File: config.mk
export PLATFORM = sky130hd
export DESIGN_NAME = booth_pp_gen
export DESIGN_NICKNAME = d
export VERILOG_FILES = /design/src/rtl/booth_pp_pkg.sv /design/src/rtl/booth_enc.sv /design/src/rtl/booth_row_gen.sv /design/src/rtl/booth_dec5.sv /design/src/rtl/booth_last_sel.sv /design/src/rtl/booth_pp_gen.sv
export SDC_FILE = /design/constraint.sdc
export NUM_CORES = 1
export LEC_CHECK = 0
export ABC_AREA = 1
export BUFFER_PORTS_ARGS = -buffer_cell sky130_fd_sc_hd__buf_2
export CAP_MARGIN = 20
export CORE_MARGIN = 3
export CORE_UTILIZATION = 40
export DETAILED_ROUTE_END_ITERATION = 7
export PLACE_DENSITY = 0.81
export SLEW_MARGIN = 15
export SYNTH_ARGS = -nofsm -noshare
export SYNTH_HDL_FRONTEND = slang
export SYNTH_HIERARCHICAL = 1
export SYNTH_SLANG_ARGS = --single-unit
File: constraint.sdc
create_clock -name vclk -period 1.32
set_input_delay 0.132 -clock vclk [all_inputs]
set_output_delay 0.132 -clock vclk [all_outputs]
set_load 0.02 [all_outputs]
File: src/rtl/booth_pp_pkg.sv
package booth_pp_pkg;
  typedef struct packed {
    logic neg;
    logic two;
    logic one;
  } booth_op_t;

  localparam int SEL_N = 5;
  // one-hot select bit positions of the final-row decoder
  localparam int SEL_P2 = 0;
  localparam int SEL_P1 = 1;
  localparam int SEL_Z  = 2;
  localparam int SEL_N1 = 3;
  localparam int SEL_N2 = 4;
endpackage

File: src/rtl/booth_enc.sv
module booth_enc
  import booth_pp_pkg::*;
(
  input  logic [2:0] trip_i,
  output booth_op_t  op_o
);
  always_comb begin
    op_o = '0;
    unique case (trip_i)
      3'b001, 3'b010: op_o.one = 1'b1;
      3'b011:         op_o.two = 1'b1;
      3'b100:         begin op_o.neg = 1'b1; op_o.two = 1'b1; end
      3'b101, 3'b110: begin op_o.neg = 1'b1; op_o.one = 1'b1; end
      default:        op_o = '0;
    endcase
  end


  always_comb begin
    enc_exclusive_chk: assert (!(op_o.one && op_o.two));
  end
endmodule

File: src/rtl/booth_row_gen.sv
module booth_row_gen
  import booth_pp_pkg::*;
#(
  parameter int W = 16,
  localparam int RW = W + 2
) (
  input  logic [W-1:0]  x_i,
  input  booth_op_t     op_i,
  output logic [RW-1:0] row_o,
  output logic          cin_o
);
  logic [RW-1:0] xe;
  logic [RW-1:0] mag;

  assign xe = {{2{x_i[W-1]}}, x_i};

  always_comb begin
    if (op_i.two)      mag = {xe[RW-2:0], 1'b0};
    else if (op_i.one) mag = xe;
    else               mag = '0;
  end

  // negative digit: invert here, add one downstream via cin
  assign row_o = op_i.neg ? ~mag : mag;
  assign cin_o = op_i.neg;


  always_comb begin
    neg_has_mag_chk: assert (!cin_o || op_i.one || op_i.two);
  end
endmodule

File: src/rtl/booth_dec5.sv
module booth_dec5
  import booth_pp_pkg::*;
(
  input  logic [2:0]       trip_i,
  output logic [SEL_N-1:0] sel_o
);
  always_comb begin
    sel_o = '0;
    unique case (trip_i)
      3'b001, 3'b010: sel_o[SEL_P1] = 1'b1;
      3'b011:         sel_o[SEL_P2] = 1'b1;
      3'b100:         sel_o[SEL_N2] = 1'b1;
      3'b101, 3'b110: sel_o[SEL_N1] = 1'b1;
      default:        sel_o[SEL_Z]  = 1'b1;
    endcase
  end


  always_comb begin
    sel_onehot_chk: assert ($onehot(sel_o));
  end
endmodule

File: src/rtl/booth_last_sel.sv
module booth_last_sel
  import booth_pp_pkg::*;
#(
  parameter int RW = 18
) (
  input  logic [SEL_N-1:0][RW-1:0] cand_i,
  input  logic [SEL_N-1:0]         sel_i,
  output logic [RW-1:0]            row_o
);
  always_comb begin
    row_o = '0;
    for (int k = 0; k < SEL_N; k++) begin
      row_o = row_o | (cand_i[k] & {RW{sel_i[k]}});
    end
  end
endmodule

File: src/rtl/booth_pp_gen.sv
module booth_pp_gen
  import booth_pp_pkg::*;
#(
  parameter int W = 16,
  localparam int ROWS = W / 2,
  localparam int RW   = W + 2,
  localparam int PW   = 2 * W
) (
  input  logic [W-1:0]         mcand_i,
  input  logic [W-1:0]         mplier_i,
  output logic [ROWS*PW-1:0]   pp_o,
  output logic [ROWS-1:0]      neg_o
);
  logic [W:0]              y_ext;
  logic [RW-1:0]           xe;
  logic [RW-1:0]           x_neg1;
  logic [RW-1:0]           x_neg2;
  logic [ROWS-1:0][RW-1:0] row_w;
  logic [SEL_N-1:0]        last_sel;
  logic [SEL_N-1:0][RW-1:0] cand;

  assign y_ext = {mplier_i, 1'b0};
  assign xe    = {{2{mcand_i[W-1]}}, mcand_i};

  // two's-complement unit: depends on multiplicand only, runs beside encoding
  assign x_neg1 = ~xe + RW'(1);
  assign x_neg2 = {x_neg1[RW-2:0], 1'b0};

  for (genvar i = 0; i < ROWS - 1; i++) begin : g_row
    booth_op_t op;
    booth_enc u_enc (
      .trip_i (y_ext[2*i+2 -: 3]),
      .op_o   (op)
    );
    booth_row_gen #(.W(W)) u_gen (
      .x_i   (mcand_i),
      .op_i  (op),
      .row_o (row_w[i]),
      .cin_o (neg_o[i])
    );
  end

  booth_dec5 u_dec (
    .trip_i (y_ext[W -: 3]),
    .sel_o  (last_sel)
  );

  always_comb begin
    cand         = '0;
    cand[SEL_P2] = {xe[RW-2:0], 1'b0};
    cand[SEL_P1] = xe;
    cand[SEL_N1] = x_neg1;
    cand[SEL_N2] = x_neg2;
  end

  booth_last_sel #(.RW(RW)) u_last (
    .cand_i (cand),
    .sel_i  (last_sel),
    .row_o  (row_w[ROWS-1])
  );
  assign neg_o[ROWS-1] = 1'b0;

  for (genvar i = 0; i < ROWS; i++) begin : g_align
    logic [PW-1:0] ext;
    assign ext = {{(PW-RW){row_w[i][RW-1]}}, row_w[i]};
    assign pp_o[i*PW +: PW] = ext << (2 * i);


    logic signed [RW:0] val;
    assign val = $signed({row_w[i][RW-1], row_w[i]}) + $signed({{RW{1'b0}}, neg_o[i]});
    always_comb begin
      row_range_chk: assert ((val <= $signed((RW+1)'(1) <<< W)) &&
                             (val >= -$signed((RW+1)'(1) <<< W)));
    end
  end


  always_comb begin
    twos_unit_chk: assert ((x_neg1 + xe) == '0);
  end


  always_comb begin
    last_cin_chk: assert (!neg_o[ROWS-1]);
  end
endmodule

==> flow_summary.json <==
{
  "register_area_um2": 0,
  "synthMostInstantiatedCell": "nand2_1",
  "post-route-period-util_pct": 110,
  "grt_max_degree": 19,
  "synth.yosys.seq_area_share_pct": 0,
  "cpMostUsedCell": "nand2_1",
  "worst_slack_ps": -136,
  "p_int_uw": 2320,
  "timing.critical_path.to": "pp_o[247]",
  "initial_core_util_pct": 41.0,
  "yosysTopAreaCell": "nand2_1",
  "rows": 46,
  "rsz0062_at_grt": "yes",
  "gp_congestion": 0.890,
  "syn_to_final_growth_pct": 53.6,
  "drc_errors": 0,
  "ys_types": 22,
  "grt_overflow_total": 0,
  "die_area_um2": 17900,
  "pwr-share-clk_pct": 0,
  "core_region_area_um2": 15900,
  "violations": "setup timing",
  "maxSlewViolCount": 0,
  "drt-initial-drc-count": 786,
  "synth_commonest_cells": "nand2_1, nand3_1, buf_4",
  "min_path_type": "in -> out",
  "yosysWarnings": 6,
  "worstSetupStartpoint": "mcand_i[1]",
  "drtAntennaViolNets": 0,
  "cp_max_fo": 5,
  "timing_hold_violations_final": 0,
  "setup_viol": 66,
  "via_count": 9227,
  "critPathLaunchType": "input port",
  "pwr-share-comb_pct": 100.0,
  "p_leak_uw": 0.00582,
  "ir_worst_vdd_mv": 0.440,
  "fin_util_pct": 63.0,
  "cp.depth": 13,
  "fp.dieH_um": 134,
  "synth.cell_area_um2": 6540,
  "drt_first_pass_iters": 5,
  "nClkBuffers": 0,
  "worstSetupPathType": "in -> out",
  "slowest_stage": "nor2_4",
  "synthCells": 1291,
  "fmax_mhz": 687,
  "synth.avg_cell_area_um2": 5.07,
  "crit_chain": "buf_8 -> buf_6 -> nor2_4 -> nand2_4 -> nor2_4 -> nand2_1 -> nand2_1 -> nand2_1 -> nand2_1 -> inv_1 -> nor2_1 -> nand2_1 -> buf_6",
  "layout.nets": 1574,
  "io_pins": 296,
  "powerDensity_nw_per_um2": 597,
  "wirelength_mm": 28.7,
  "dp_hpwl_mm": 17.4,
  "switchingPower_uw": 3680,
  "fill_cells": 1318,
  "required_ps": 1190,
  "critPathTopFamily": "simple AND/OR/NAND/NOR gates",
  "finalSetupTns_ps": -3030,
  "first_global_vias": 7107,
  "arrival_ps": 1320,
  "antenna_found_initial": 0,
  "period_minus_slack_ps": 1460,
  "run_status": "complete, but fails checks",
  "critPathMaxStageDelay_ps": 140,
  "synthTopCellsByArea": "nand2_1, buf_4, nand3_1, nand3_2, inv_1",
  "wl_per_cell_um": 16.4,
  "grt_usage_pct": 23.0,
  "swShare_pct": 61.3,
  "diodes": 0,
  "io_buffers": 239,
  "post_drt_via_cell_ratio": 5.26,
  "seq_cell_count": 0,
  "maxCapViolCount": 0,
  "synth_top_cell_area_share_pct": 37.8,
  "die_w_um": 134,
  "grt_pass1_wl_mm": 34.8,
  "worst-path-buf-inv": 4,
  "worst_setup_path_end_kind": "primary output",
  "drive_gt1_share_pct": 44.8,
  "seq_power_share_pct": 0
}
==> cell families (layout without fill, tap and decap cells) <==
family,after synthesis,count (layout),share of synthesized area (%)
compound gates,2,2,0.153
other cells,1,80,0.0573
buf+inv,288,455,30.5
simple gates,992,994,68.1
xor+xnor,7,7,0.937
fa+ha+maj,1,1,0.191
==> metrics by stage <==
step / hold slack (ps) / instance area, µm² / setup WS (ps) / instances / total power (µW)
floorplan: 407 / 7360 / -9.87 / 1370 / 3780
global placement: 835 / 7660 / -181 / 1732 / 4380
detailed placement: 845 / 7660 / -208 / 1732 / 4440
CTS: 842 / 8210 / -98.5 / 1739 / 4790
global route: 818 / 10000 / -208 / 1755 / 6320
finish: 800 / 10000 / -136 / 1755 / 6000
==> routing by layer <==
| layer | track usage (%) | part of all wire, % | vias up |
|---|---|---|---|
| li1 | - | - | 4279 |
| met4 | 4.40 | 4.9 | 0 |
| met2 | 41.3 | 50 | 598 |
| met5 | 0 | 0 | - |
| met3 | 1.84 | 9.7 | 133 |
| met1 | 30.2 | 36 | 4217 |
==> worst min path at each step <==
stage | start | endpoint | cells past startpoint
2_1_floorplan | mcand_i[15] | pp_o[84] | 2
3_3_place_gp | mplier_i[13] | neg_o[6] | 5
3_5_place_dp | mplier_i[13] | neg_o[6] | 5
4_1_cts | mplier_i[1] | neg_o[0] | 5
5_1_grt | mplier_i[3] | neg_o[1] | 5
6_report | mplier_i[3] | neg_o[1] | 5
==> layout by cell type (no fill, tap or decap), drive strengths merged <==
master,netlist,final
clkinv,0,3
nand3,232,232
inv,95,97
xor2,2,2
a21oi,2,2
conb,1,80
buf,193,349
xnor2,5,5
nor2,76,76
clkbuf,0,5
clkinvlp,0,1
ha,1,1
nand2,684,686
==> final cells by class <==
type               instances  area (µm²)  share of cell area (%)
repair buffers           354        3350                    33.4
multi-input cells       1084        5930                    59.1
well taps                216         270                    2.69
inverters                 95         439                    4.37
repair inverters           6        48.8                   0.486
==> what timing repair did <==
action,CTS,global route
hold endpoints to repair,0,0
endpoints found under the setup margin,190,197
gates cloned,5,10
hold buffers,0,0
setup buffers,2,6
pin swaps,40,138
resized for setup,171,483
==> worst min-delay path, stage by stage <==
cell and delay (ps):
buf_12 120, inv_4 50, nor2_2 40, buf_4 140
buf_2 160
==> power by group through the flow <==
| stage | Clock, µW | Sequential (µW) | Combinational (µW) |
|---|---|---|---|
| 2_1_floorplan | 0 | 0 | 3780 |
| 3_3_place_gp | 0 | 0 | 4380 |
| 3_5_place_dp | 0 | 0 | 4440 |
| 4_1_cts | 0 | 0 | 4790 |
| 5_1_grt | 0 | 0 | 6320 |
| 6_report | 0 | 0 | 6000 |
(Power assumes the default switching activity.)
